$ cat config.mk
export PLATFORM = sky130hd
export DESIGN_NAME = swreg_indirect_eng
export DESIGN_NICKNAME = d
export VERILOG_FILES = /design/src/rtl/swreg_pkg.sv /design/src/rtl/swreg_poll_cnt.sv /design/src/rtl/swreg_port_drv.sv /design/src/rtl/swreg_seq_fsm.sv /design/src/rtl/swreg_indirect_eng.sv
export SDC_FILE = /design/constraint.sdc
export NUM_CORES = 1
export LEC_CHECK = 0
export BUFFER_PORTS_ARGS = -buffer_cell sky130_fd_sc_hd__buf_2
export CAP_MARGIN = 20
export CORE_MARGIN = 5
export CORE_UTILIZATION = 52
export CTS_CLUSTER_SIZE = 8
export DETAILED_ROUTE_END_ITERATION = 12
export PLACE_DENSITY = 0.95
export SYNTH_ARGS = -nofsm -noshare
export SYNTH_HDL_FRONTEND = slang
export SYNTH_SLANG_ARGS = --single-unit
$ cat constraint.sdc
create_clock -name clk -period 5.2 [get_ports clk]
set_input_delay 1.3 -clock clk [delete_from_list [all_inputs] [get_ports clk]]
set_output_delay 1.3 -clock clk [all_outputs]
set_load 0.05 [all_outputs]
$ cat src/rtl/swreg_pkg.sv
package swreg_pkg;

    localparam int DATA_W = 16;
    localparam int FLD_W  = 5;
    localparam int OFS_W  = 5;

    localparam logic [OFS_W-1:0] OFS_CMD  = OFS_W'(0);
    localparam logic [OFS_W-1:0] OFS_DATA = OFS_W'(1);

    localparam int BUSY_BIT = 15;
    localparam int MARK_BIT = 12;
    localparam int OP_LSB   = 10;
    localparam int DEV_LSB  = 5;

    typedef enum logic [1:0] {
        OP_WR = 2'b01,
        OP_RD = 2'b10
    } op_e;

    typedef enum logic [1:0] {
        RSP_OK       = 2'b00,
        RSP_TIMEOUT  = 2'b01,
        RSP_PORT_ERR = 2'b10
    } rsp_e;

    typedef enum logic [2:0] {
        ST_IDLE,
        ST_PRE_POLL,
        ST_DATA_WR,
        ST_CMD_WR,
        ST_POST_POLL,
        ST_DATA_RD,
        ST_RESP
    } seq_e;

    typedef struct packed {
        logic              is_wr;
        logic [FLD_W-1:0]  dev;
        logic [FLD_W-1:0]  regn;
        logic [DATA_W-1:0] wdata;
    } xreq_t;

    typedef struct packed {
        logic              req;
        logic              wr;
        logic [OFS_W-1:0]  ofs;
        logic [DATA_W-1:0] wdata;
    } acc_t;

    function automatic logic [DATA_W-1:0] build_cmd(input xreq_t r);
        logic [DATA_W-1:0] w;
        w = '0;
        w[BUSY_BIT] = 1'b1;
        w[MARK_BIT] = 1'b1;
        w[OP_LSB +: 2] = r.is_wr ? OP_WR : OP_RD;
        w[DEV_LSB +: FLD_W] = r.dev;
        w[0 +: FLD_W] = r.regn;
        return w;
    endfunction

    function automatic logic is_poll(input seq_e s);
        return (s == ST_PRE_POLL) || (s == ST_POST_POLL);
    endfunction

endpackage

$ cat src/rtl/swreg_poll_cnt.sv
module swreg_poll_cnt #(
    parameter int LIMIT = 100
) (
    input  logic clk,
    input  logic rst,
    input  logic clr,
    input  logic inc,
    output logic last
);
    localparam int CNT_W = $clog2(LIMIT + 1);

    logic [CNT_W-1:0] cnt_q;

    always_ff @(posedge clk) begin
        if (rst || clr) begin
            cnt_q <= '0;
        end else if (inc) begin
            cnt_q <= cnt_q + CNT_W'(1);
        end
    end

    assign last = (cnt_q == CNT_W'(LIMIT - 1));
endmodule

$ cat src/rtl/swreg_port_drv.sv
module swreg_port_drv
    import swreg_pkg::*;
(
    input  seq_e  state,
    input  xreq_t xreq,
    output acc_t  acc
);
    always_comb begin
        acc = '0;
        unique case (state)
            ST_PRE_POLL, ST_POST_POLL: begin
                acc.req = 1'b1;
                acc.ofs = OFS_CMD;
            end
            ST_DATA_WR: begin
                acc.req   = 1'b1;
                acc.wr    = 1'b1;
                acc.ofs   = OFS_DATA;
                acc.wdata = xreq.wdata;
            end
            ST_CMD_WR: begin
                acc.req   = 1'b1;
                acc.wr    = 1'b1;
                acc.ofs   = OFS_CMD;
                acc.wdata = build_cmd(xreq);
            end
            ST_DATA_RD: begin
                acc.req = 1'b1;
                acc.ofs = OFS_DATA;
            end
            default: acc = '0;
        endcase
    end
endmodule

$ cat src/rtl/swreg_seq_fsm.sv
module swreg_seq_fsm
    import swreg_pkg::*;
(
    input  logic              clk,
    input  logic              rst,
    input  logic              start,
    input  logic              is_wr,
    input  logic              acc_done,
    input  logic              acc_err,
    input  logic [DATA_W-1:0] acc_rdata,
    input  logic              poll_last,
    output seq_e              state,
    output rsp_e              status,
    output logic [DATA_W-1:0] rdata,
    output logic              poll_clr,
    output logic              poll_inc
);
    seq_e state_n;
    rsp_e status_n;
    logic rd_cap;
    logic in_access;

    assign in_access = (state != ST_IDLE) && (state != ST_RESP);
    assign poll_clr  = !is_poll(state);

    always_comb begin
        state_n  = state;
        status_n = status;
        rd_cap   = 1'b0;
        poll_inc = 1'b0;
        unique case (state)
            ST_IDLE: begin
                if (start) begin
                    state_n  = ST_PRE_POLL;
                    status_n = RSP_OK;
                end
            end
            ST_PRE_POLL, ST_POST_POLL: begin
                if (acc_done) begin
                    if (acc_rdata[BUSY_BIT]) begin
                        if (poll_last) begin
                            state_n  = ST_RESP;
                            status_n = RSP_TIMEOUT;
                        end else begin
                            poll_inc = 1'b1;
                        end
                    end else if (state == ST_PRE_POLL) begin
                        state_n = is_wr ? ST_DATA_WR : ST_CMD_WR;
                    end else if (is_wr) begin
                        state_n  = ST_RESP;
                        status_n = RSP_OK;
                    end else begin
                        state_n = ST_DATA_RD;
                    end
                end
            end
            ST_DATA_WR: if (acc_done) state_n = ST_CMD_WR;
            ST_CMD_WR:  if (acc_done) state_n = ST_POST_POLL;
            ST_DATA_RD: begin
                if (acc_done) begin
                    state_n  = ST_RESP;
                    status_n = RSP_OK;
                    rd_cap   = 1'b1;
                end
            end
            ST_RESP: state_n = ST_IDLE;
            default: state_n = ST_IDLE;
        endcase
        if (in_access && acc_err) begin
            state_n  = ST_RESP;
            status_n = RSP_PORT_ERR;
            rd_cap   = 1'b0;
            poll_inc = 1'b0;
        end
    end

    always_ff @(posedge clk) begin
        if (rst) begin
            state  <= ST_IDLE;
            status <= RSP_OK;
            rdata  <= '0;
        end else begin
            state  <= state_n;
            status <= status_n;
            if (rd_cap) rdata <= acc_rdata;
        end
    end
endmodule

$ cat src/rtl/swreg_indirect_eng.sv
module swreg_indirect_eng
    import swreg_pkg::*;
#(
    parameter int POLL_LIMIT = 100
) (
    input  logic              clk,
    input  logic              rst,
    input  logic              req_valid,
    output logic              req_ready,
    input  logic              req_write,
    input  logic [FLD_W-1:0]  req_dev,
    input  logic [FLD_W-1:0]  req_reg,
    input  logic [DATA_W-1:0] req_wdata,
    output logic              rsp_done,
    output logic              rsp_err,
    output logic [1:0]        rsp_status,
    output logic [DATA_W-1:0] rsp_rdata,
    output logic              mp_req,
    output logic              mp_write,
    output logic [OFS_W-1:0]  mp_addr,
    output logic [DATA_W-1:0] mp_wdata,
    input  logic              mp_done,
    input  logic              mp_err,
    input  logic [DATA_W-1:0] mp_rdata
);
    xreq_t xreq_q;
    seq_e  state;
    rsp_e  status;
    acc_t  acc;
    logic  start;
    logic  poll_clr;
    logic  poll_inc;
    logic  poll_last;

    assign req_ready = (state == ST_IDLE);
    assign start     = req_valid && req_ready;

    always_ff @(posedge clk) begin
        if (rst) begin
            xreq_q <= '0;
        end else if (start) begin
            xreq_q <= '{is_wr: req_write, dev: req_dev, regn: req_reg, wdata: req_wdata};
        end
    end

    swreg_seq_fsm u_fsm (
        .clk       (clk),
        .rst       (rst),
        .start     (start),
        .is_wr     (xreq_q.is_wr),
        .acc_done  (mp_done),
        .acc_err   (mp_err),
        .acc_rdata (mp_rdata),
        .poll_last (poll_last),
        .state     (state),
        .status    (status),
        .rdata     (rsp_rdata),
        .poll_clr  (poll_clr),
        .poll_inc  (poll_inc)
    );

    swreg_poll_cnt #(.LIMIT(POLL_LIMIT)) u_poll (
        .clk  (clk),
        .rst  (rst),
        .clr  (poll_clr),
        .inc  (poll_inc),
        .last (poll_last)
    );

    swreg_port_drv u_drv (
        .state (state),
        .xreq  (xreq_q),
        .acc   (acc)
    );

    assign mp_req     = acc.req;
    assign mp_write   = acc.wr;
    assign mp_addr    = acc.ofs;
    assign mp_wdata   = acc.wdata;
    assign rsp_done   = (state == ST_RESP) && (status == RSP_OK);
    assign rsp_err    = (state == ST_RESP) && (status != RSP_OK);
    assign rsp_status = status;
endmodule

==> summary.md, run 1 <==
| Metric | Value |
|---|---|
| Status | `finished, final reports clean` |
| PortBufs | `87` |
| Die W | `78.43 um` |
| Post-route cell area | `2917 um^2` |
| Worst path bufs/invs | `2` |
| Die H | `around 78 um` |
| CP Max Fanout | `26` |
| CTS-repair resized insts | `0` |
| Most Crowded Layer GR | `met2` |
| R2R cell count | `4` |
| Clock sink count | `55` |
| Clk_skew | `0.005286 ns` |
| Critical Path Most Common Cell | `nor2_1` |
| Max Fclk | `0.2933 GHz` |
| Mapped Area | `2435 um^2` |
| Antenna violations before repair | `0` |
| Synth cell types | `32` |
| Mean post-synth cell area | `between 7 and 8 um^2` |
| H-tree depth | `2` |
| Final setup viols | `0` |
| Met1 Use GR | `0.2493` |
| Peak VDD IR | `approximately 0.28 mV` |
| CTS tree | `done` |
| CP Cell Sequence | `inv_1 -> nor2_1 -> a21oi_1 -> nor2_1 -> buf_2` |
| Cts hold-fix bufs | `0` |
| R2r setup slk | `2.83 ns` |
| Tot Pwr | `1.292 mW` |
| Clk pin slew, worst setup/hold paths | `around 0.090 ns` |
| Slowest CP cell | `dfxtp_1` |
| DRC violations left | `0` |
| CTS Root Cell | `clkbuf_8` |
| Worst hold path class | `flop to flop` |
| Max_cap viols | `0` |
| First-pass GRT wire length | `10030 um` |
| Post-CTS Setup Bufs | `0` |
| Clock latency on the worst-skew pair | `0.30 ns` |
| Antenna diode count | `0` |
| Area grow syn2layout | `19.78%` |
| Cells after Synth | `325` |
| Core ar. | `4444 um^2` |
| Worst-Margin Slew | `1.086 ns` |
| Final-stage net count | `445` |
| Largest net degree at the start of global routing | `a little under 50` |
| Critical Path RT | `3.90 ns` |
| Pleak | `1.257 nW` |
| Drt wl/cell | `between 10 and 15 um` |
| CTS buffer count | `5` |
| Initial Util | `0.5479` |
| RSZ-0062 raised after global routing | `false` |
| Seq cells post-synth | `55` |
| Via count | `2349` |
| Seq/Total Area, Yosys | `0.4522` |
| Layout cell share with drive strength beyond 1 | `0.2449` |
| R2r endpoint | `u_fsm.rdata[10]` |
| EDFF count, synth | `0` |
| Final HPWL DP | `4360 um` |
| Max Root-Sink Buffers | `2` |
| Grt ovf | `0` |
| DIE AREA | `just over 6000 um^2` |
| Crit start category | `flop` |
| Yosys warnings | `0` |
| Ports | `92` |
| GRT Total Usage | `0.2001` |
| Reg2reg start | `u_fsm.state[0]` |
| Worst Hold End | `u_fsm.rdata[8]` |
| GRT met3 Usage | `0.05034` |
| Async SR Flop Fraction | `0` |
| Post-route setup TNS | `0 ns` |
| Top_reg_cell synth | `dfxtp_1` |
| Final min period | `3.410 ns` |
| Final Max Slew Viols | `0` |
| Rows | `24` |
| Vias per cell | `5.243` |
| Hold slack final | `0.4585 ns` |
| CP arrival | `between 2 and 2.5 ns` |
| Crit path max-delay family | `flip-flops` |
| Hold_sp | `u_fsm.rdata[8]` |
| Antenna viol nets, final | `0` |
| Drt pass-1 iters | `5` |
| Slew headroom | `0.2751` |
| Gpl congestion | `roughly 0.85` |
| DRT iter0 DRCs | `180` |
| Crit path capture type | `output pin` |
| Area after DPL | `2825 um^2` |
| Count of final hold-check violations | `0` |
| Met2 usage | `0.3408` |
| Final WL | `6041 um` |
| Worst hold stages | `2` |
| P per Cell Area | `442.9 nW/um^2` |
| CP Class | `flop to output pin` |
| Vias in the first global route | `around 2200` |
| Fin crit share | `0.6557` |
| Max stage delay on crit path | `1.05 ns` |
==> how the worst max path moves through the flow <==
stage                    from           end  slack, ns  cells past startpoint
3_5_place_dp   u_fsm.state[0]  mp_wdata[11]       2.12                      5
4_1_cts        u_fsm.state[0]  mp_wdata[11]       1.78                      5
6_report       u_fsm.state[0]  mp_wdata[11]       1.79                      5
3_3_place_gp   u_fsm.state[0]  mp_wdata[11]       2.12                      5
2_1_floorplan  u_fsm.state[0]      rsp_done       1.50                      4
5_1_grt        u_fsm.state[0]  mp_wdata[11]       1.63                      5
==> logic make-up (layout without fill, tap and decap cells) <==
group / after synthesis / after routing / synth area share
and+or+nand+nor: 157 / 157 / 0.2744
AOI/OAI and AO/OA: 64 / 64 / 0.1387
DFF: 55 / 55 / 0.4522
buffers and inverters: 28 / 96 / 0.05293
muxes: 13 / 13 / 0.05344
xor gates and xnor gates: 6 / 6 / 0.02158
adders and majority gates: 1 / 1 / 0.005138
other: 1 / 4 / 0.001540
==> synth_stat cells (3+ instances only) <==
master	count	area share
and3_1	3	0.0077
buf_2	7	0.014
nand3_1	3	0.0062
nor2_1	27	0.042
xor2_1	6	0.022
or3_1	3	0.0077
mux2i_1	13	0.053
o21ai_0	4	0.0082
nand4_1	4	0.010
nand2b_1	4	0.010
nor3_1	5	0.010
a21oi_1	53	0.11
buf_4	4	0.012
nand2_1	98	0.15
dfxtp_1	55	0.45
clkbuf_1	14	0.022
==> cell usage in the layout, fill, tap and decap left out <==
cell,count
o21bai_1,2
xor2_1,6
a21oi_1,53
nand4_1,4
nand2_1,98
clkbuf_8,6
or2_2,2
nor3_2,1
buf_2,87
o21ai_0,4
and2_1,1
o211ai_1,1
nor4_1,2
nor2_1,27
or3_1,3
and4b_1,1
nand2b_1,4
inv_1,2
or4_1,1
a31oi_1,1
mux2i_1,13
conb_1,4
o221ai_1,1
nand3_1,3
inv_6,1
o21a_1,2
nor2b_1,2
dfxtp_1,55
and3_1,3
ha_1,1
nor3_1,5
==> stage by stage <==
| step | util | setup slack (ns) | cells |
|---|---|---|---|
| final | 0.6563 | 1.790 | 448 |
| after global routing | 0.6563 | 1.631 | 448 |
| after CTS | 0.6563 | 1.784 | 448 |
| after detailed placement | 0.6357 | 2.116 | 441 |
| after global placement | 0.6357 | 2.122 | 441 |
| after floorplan | - | 1.496 | 328 |
==> final cells by class <==
type | instances | area (um^2)
fill | 375 | 1528
multi-input combinational | 245 | 1216
sequential | 55 | 1101
timing repair buffer | 87 | 435.4
clock buffer | 6 | 82.58
tap | 52 | 65.06
clock inverter | 1 | 8.758
inverter | 2 | 7.507
==> power breakdown <==
part	total [mW]	switching, mW	internal (mW)
registers	0.556	0.0767	0.480
logic	0.494	0.344	0.149
clock network	0.241	0.134	0.107
total	1.29	0.555	0.736
==> flip-flops by register name, summed over array words and instances, names as in the netlist <==
signal / flops
u_fsm.state: 3
xreq_q: 27
u_fsm.rdata: 16
u_fsm.status: 2
u_poll.cnt_q: 7
==> tightest hold or removal path: stages, from the launching register on <==
cell	delay (ns)
dfxtp_1	0.32
nand2_1	0.05
a21oi_1	0.05
==> layer usage <==
layer,wire length (um),up-vias
met4,110,0
met3,363,10
met1,2495,1062
met5,0,-
li1,-,1200
met2,3072,77
Power figures use the tool's default switching activity.
==> inputs of run 2 (changes only) <==
--- a/config.mk
+++ b/config.mk
@@ -8,10 +8,10 @@
 export BUFFER_PORTS_ARGS = -buffer_cell sky130_fd_sc_hd__buf_2
 export CAP_MARGIN = 20
 export CORE_MARGIN = 5
-export CORE_UTILIZATION = 52
+export CORE_UTILIZATION = 44
 export CTS_CLUSTER_SIZE = 8
 export DETAILED_ROUTE_END_ITERATION = 12
-export PLACE_DENSITY = 0.95
+export PLACE_DENSITY = 0.88
 export SYNTH_ARGS = -nofsm -noshare
 export SYNTH_HDL_FRONTEND = slang
 export SYNTH_SLANG_ARGS = --single-unit
==> constraint.sdc (replaced) <==
create_clock -name clk -period 2.9 [get_ports clk]
set_input_delay 0.725 -clock clk [delete_from_list [all_inputs] [get_ports clk]]
set_output_delay 0.725 -clock clk [all_outputs]
set_load 0.05 [all_outputs]
==> summary.md, run 2 (synthesis gave the netlist of run 1 again) <==
| Metric | Value |
|---|---|
| Max stage delay on crit path | `0.65 ns (-0.40 ns)` |
| Leading cell type in the layout, fill and taps excluded | `nand2_1` |
| Clock sink count | `55 (unchanged)` |
| Gpl congestion | `0.8211 (-3.3%)` |
| CTS buffer count | `5 (unchanged)` |
| Slew headroom | `0.4140 (+0.1390)` |
| Most frequent cells in the layout | `nand2_1 (98), buf_2 (87), dfxtp_1 (55)` |
| Final-stage net count | `449 (+0.90%)` |
| R2r setup slk | `0.88 ns (-1.95 ns)` |
| Final HPWL DP | `4202 um (-3.6%)` |
| Die H | `84.39 um (+7.6%)` |
| GRT Total Usage | `0.1555 (-0.04456)` |
| Final setup viols | `0 (unchanged)` |
| CTS-repair resized insts | `0 (unchanged)` |
| Antenna viol nets, final | `0 (unchanged)` |
| Final WL | `5589 um (-7.5%)` |
| Max_cap viols | `0 (unchanged)` |
| First-pass GRT wire length | `9522 um (-5.1%)` |
| Crit start category | `flop` |
| Pre-CTS setup slack | `0.5515 ns (-1.565 ns)` |
| Area grow syn2layout | `22.25%` |
| Max Root-Sink Buffers | `2 (unchanged)` |
| Power Internal | `1.310 mW (+78%)` |
| Initial Util | `0.4477 (-0.1002)` |
| Pleak | `1.274 nW (+1.3%)` |
| Rows | `27 (+13%)` |
| Max reg flops | `27 (unchanged)` |
| DRC violations left | `0 (unchanged)` |
| Crit path capture type | `output pin` |
| Clk pin slew, worst setup/hold paths | `0.09 ns (about the same)` |
| Ports | `92 (unchanged)` |
| R2r endpoint | `xreq_q[26]` |
| Drt pass-1 iters | `4 (-1)` |
| Antenna violations before repair | `0 (unchanged)` |
| Drt wl/cell | `11.82 um (-12%)` |
| Clock power frac | `0.174 (-0.013)` |
| Vias in the first global route | `2265 (+0.85%)` |
| R2R cell count | `5 (+1)` |
| Combinational power share | `0.407 (+0.025)` |
| CP Class | `flop to output pin` |
| Final worst slack | `0.2233 ns (-1.567 ns)` |
| Cts hold-fix bufs | `0 (unchanged)` |
| Critical path endpoint | `mp_wdata[2]` |
| RSZ-0062 raised after global routing | `false` |
| CP Cell Sequence | `nand2b_1 -> nor2_1 -> buf_2` |
| Clk_skew | `0.01021 ns (+0.004920 ns)` |
| Slowest CP cell | `dfxtp_1` |
| DIE AREA | `7122 um^2 (+16%)` |
| Critical Path Source | `u_fsm.state[1]` |
| Post-route setup TNS | `0 ns (unchanged)` |
| Max Fclk | `0.3736 GHz` |
| Core ar. | `5439 um^2 (+22%)` |
| Vias per cell | `4.941 (-5.8%)` |
| Critical Path RT | `2.17 ns (-1.73 ns)` |
| Layout cell share with drive strength beyond 1 | `0.2569 (+0.01191)` |
| Peak VDD IR | `0.4141 mV (+46%)` |
| CTS tree | `done` |
| Status | `finished, final reports clean` |
| Sw Ratio | `0.4293 (-0.0004906)` |
| Final min period | `around 2.7 ns` |
| CP arrival | `1.95 ns (-0.16 ns)` |
| Worst hold stages | `2 (unchanged)` |
| Count of final hold-check violations | `0 (unchanged)` |
| CTS Root Cell | `clkbuf_8` |
| Reg2reg start | `u_fsm.state[0]` |
| Fin crit share | `0.9230` |
| Via count | `2337 (-0.51%)` |
| Worst hold path class | `flop to flop` |
| DRT iter0 DRCs | `127 (-29%)` |
| Sequential power share | `0.419 (-0.012)` |
| Clock latency on the worst-skew pair | `0.30 ns (about the same)` |
| Largest Register | `xreq_q` |
| Grt ovf | `0 (unchanged)` |
| P per Cell Area | `771.0 nW/um^2 (+74%)` |
| CP Max Fanout | `18 (-31%)` |
| Largest net degree at the start of global routing | `46 (-6.1%)` |
| Die W | `84.39 um (+7.6%)` |
| Top flop regs | `xreq_q: 27 flops, u_fsm.rdata: 16 flops, u_poll.cnt_q: 7 flops` |
| Final Max Slew Viols | `0 (unchanged)` |
| H-tree depth | `2 (unchanged)` |
| Post-CTS Setup Bufs | `0 (unchanged)` |
| Worst-Margin Slew | `0.8790 ns (-0.2069 ns)` |
| Psw | `0.9853 mW (+77%)` |
| PortBufs | `87 (unchanged)` |
| Antenna diode count | `0 (unchanged)` |
## run 2: power groups by stage
| stage | logic (mW) | clock network [mW] | registers (mW) |
|---|---|---|---|
| after detailed placement | 0.937 | 0 | 0.977 |
| after floorplan | 0.757 | 0 | 0.963 |
| after global routing | 1.03 | 0.443 | 0.979 |
| after global placement | 0.925 | 0 | 0.970 |
| after CTS | 0.943 | 0.409 | 0.960 |
| final | 0.934 | 0.400 | 0.961 |
## run 2: layout make-up
class | instances | area (um^2)
clock buffer | 6 | 72.57
fill | 536 | 2462
clock inverter | 2 | 12.51
inverter | 2 | 7.507
tap | 72 | 90.09
sequential | 55 | 1101
timing repair buffer | 91 | 465.4
multi-input combinational | 245 | 1227
## run 2: critical path, delay by kind of cell, from the launching register on
| kind | cells | cell delay, ns |
|---|---|---|
| buf+inv | 1 | 0.29 |
| flops | 1 | 0.65 |
| simple gates | 2 | 0.72 |
## run 2: layer usage
| metal | routed length, um | track usage | vias to the layer above |
|---|---|---|---|
| li1 | - | - | 1216 |
| met1 | 2376 | 0.1818 | 1049 |
| met2 | 2833 | 0.2905 | 66 |
| met3 | 332 | 0.03140 | 6 |
| met4 | 46 | 0.03597 | 0 |
| met5 | 0 | 0 | - |
## run 2: metrics by stage
step	instances	power, mW	cell area, um^2	utilization	hold WS, ns
after global placement	465	1.895	2892	0.5316	0.4377
after floorplan	328	1.720	2457	-	0.4319
after detailed placement	465	1.914	2892	0.5316	0.4454
final	473	2.295	2977	0.5473	0.4539
after global routing	473	2.452	2977	0.5473	0.4794
after CTS	473	2.313	2977	0.5473	0.4585
## run 2: worst min-delay path by stage
stage	from	endpoint	slack, ns
2_1_floorplan	xreq_q[13]	xreq_q[13]	0.43
3_3_place_gp	u_fsm.rdata[1]	u_fsm.rdata[1]	0.44
3_5_place_dp	u_fsm.rdata[14]	u_fsm.rdata[14]	0.45
4_1_cts	u_fsm.rdata[14]	u_fsm.rdata[14]	0.46
5_1_grt	xreq_q[13]	xreq_q[13]	0.48
6_report	u_fsm.rdata[14]	u_fsm.rdata[14]	0.45
==> inputs of run 3 (changes only) <==
--- a/config.mk
+++ b/config.mk
@@ -5,7 +5,7 @@
 export SDC_FILE = /design/constraint.sdc
 export NUM_CORES = 1
 export LEC_CHECK = 0
-export BUFFER_PORTS_ARGS = -buffer_cell sky130_fd_sc_hd__buf_2
+export BUFFER_PORTS_ARGS = -buffer_cell sky130_fd_sc_hd__clkbuf_2
 export CAP_MARGIN = 20
 export CORE_MARGIN = 5
 export CORE_UTILIZATION = 44
==> summary.md, run 3 (synthesis gave the netlist of run 1 again) <==
| Metric | Value |
|---|---|
| CP Class | `flop to output pin` |
| DRT iter0 DRCs | `155 (+22%)` |
| Final HPWL DP | `4212 um (+0.24%)` |
| Leading cell type in the layout, fill and taps excluded | `nand2_1` |
| Clk pin slew, worst setup/hold paths | `0.10 ns (about the same)` |
| DIE AREA | `7122 um^2 (unchanged)` |
| Area grow syn2layout | `22.56%` |
| Slew headroom | `0.4474 (+0.03338)` |
| Worst hold path class | `flop to flop` |
| Count of final hold-check violations | `0 (unchanged)` |
| Top flop regs | `xreq_q: 27 flops, u_fsm.rdata: 16 flops, u_poll.cnt_q: 7 flops` |
| Drt pass-1 iters | `4 (unchanged)` |
| CTS tree | `done` |
| Vias per cell | `4.922 (-0.38%)` |
| GRT Total Usage | `0.1589 (+0.003396)` |
| Critical Path RT | `2.17 ns (about the same)` |
| RSZ-0062 raised after global routing | `false` |
| Crit start category | `flop` |
| Core ar. | `5439 um^2 (unchanged)` |
| CP Cell Sequence | `nand2b_1 -> nor2_1 -> clkbuf_2` |
| Ports | `92 (unchanged)` |
| Cts hold-fix bufs | `0 (unchanged)` |
| Final setup viols | `0 (unchanged)` |
| Pleak | `1.255 nW (-1.4%)` |
| Most frequent cells in the layout | `nand2_1 (98), clkbuf_2 (87), dfxtp_1 (55)` |
| CTS Root Cell | `clkbuf_8` |
| Die W | `84.39 um (unchanged)` |
| Slowest CP cell | `dfxtp_1` |
| Rows | `27 (unchanged)` |
| Final Max Slew Viols | `0 (unchanged)` |
| Drt wl/cell | `11.85 um (+0.29%)` |
| Post-CTS Setup Bufs | `0 (unchanged)` |
| DRC violations left | `0 (unchanged)` |
| CTS buffer count | `5 (unchanged)` |
| Tot Pwr | `2.306 mW (+0.50%)` |
| Largest net degree at the start of global routing | `46 (unchanged)` |
| Layout cell share with drive strength beyond 1 | `0.2587 (+0.001849)` |
| Max Fclk | `0.3724 GHz (-0.32%)` |
| Largest Register | `xreq_q` |
| Final min period | `2.685 ns (+0.008674 ns)` |
| Peak VDD IR | `0.5232 mV (+26%)` |
| Clock latency on the worst-skew pair | `0.30 ns (about the same)` |
| Antenna violations before repair | `0 (unchanged)` |
| Fin crit share | `0.9260 (+0.002991)` |
| Final WL | `5617 um (+0.50%)` |
| Final worst slack | `0.2147 ns (-0.008674 ns)` |
| PortBufs | `87 (unchanged)` |
| Max_cap viols | `0 (unchanged)` |
| R2R cell count | `6 (+1)` |
| First-pass GRT wire length | `9611 um (+0.93%)` |
| Max Root-Sink Buffers | `2 (unchanged)` |
| H-tree depth | `2 (unchanged)` |
| Initial Util | `0.4477 (unchanged)` |
| Grt ovf | `0 (unchanged)` |
| Worst-Margin Slew | `0.8269 ns (-0.05207 ns)` |
| Gpl congestion | `0.7976 (-2.9%)` |
| Clock sink count | `55 (unchanged)` |
| Die H | `84.39 um (unchanged)` |
| Post-route setup TNS | `0 ns (unchanged)` |
| Via count | `2333 (-0.17%)` |
| CP arrival | `1.96 ns (about the same)` |
| Vias in the first global route | `2202 (-2.8%)` |
| CP Max Fanout | `18 (unchanged)` |
| Worst hold stages | `2 (unchanged)` |
| Clk_skew | `0.005305 ns (-0.004901 ns)` |
| Pre-CTS setup slack | `0.5454 ns (-0.006058 ns)` |
| Final-stage net count | `450 (+0.22%)` |
| Antenna viol nets, final | `0 (unchanged)` |
| Antenna diode count | `0 (unchanged)` |
| CTS-repair resized insts | `0 (unchanged)` |
| Crit path capture type | `output pin` |
| Max stage delay on crit path | `0.65 ns (about the same)` |
| P per Cell Area | `772.9 nW/um^2 (+0.24%)` |
| Status | `finished, final reports clean` |
| Max reg flops | `27 (unchanged)` |
-- run 3: cell count changes in the layout (fill, tap and decap cells not counted) --
cell,before,now
buf_2,87,0
buf_4,4,5
clkbuf_2,0,87
-- run 3: worst paths after layout --
check	from	end	slack [ns]
max	u_fsm.state[1]	mp_wdata[0]	0.21
max reg2reg	u_fsm.state[0]	u_poll.cnt_q[6]	0.87
min reg2reg	u_fsm.rdata[3]	u_fsm.rdata[3]	0.46
min	u_fsm.rdata[3]	u_fsm.rdata[3]	0.46
-- run 3: layout make-up --
cell class / count / area (um^2)
flip-flops and latches: 55 / 1101
clock buffers: 6 / 72.57
inverters: 2 / 7.507
fillers: 523 / 2455
well taps: 72 / 90.09
clock inverters: 2 / 12.51
repair buffers: 92 / 473.0
multi-input cells: 245 / 1227
-- run 3: power by group --
group	internal, mW	switching, mW	total [mW]
Combinational	0.284	0.649	0.933
Clock	0.169	0.237	0.406
Sequential	0.860	0.107	0.968
Total	1.31	0.993	2.31
-- run 3: routing by layer --
metal  GRT usage  up-vias  routed length [um]
li1            -     1214                   -
met1      0.1924     1054                2439
met2      0.2920       59                2848
met3     0.03238        6                 288
met4     0.03022        0                  40
met5           0        -                   0
-- run 3: critical path, delay by kind of cell, from the launching register on --
kind / cells / cell delay [ns]
buffers and inverters: 1 / 0.30
DFF: 1 / 0.65
and+or+nand+nor: 2 / 0.71
-- run 3: metrics by stage --
stage	hold slack [ns]	std cells	instance area, um^2	utilization
2_1_floorplan	0.4319	328	2457	-
3_5_place_dp	0.4461	466	2899	0.5330
6_report	0.4572	474	2984	0.5487
4_1_cts	0.4601	474	2984	0.5487
3_3_place_gp	0.4416	466	2899	0.5330
5_1_grt	0.4782	474	2984	0.5487
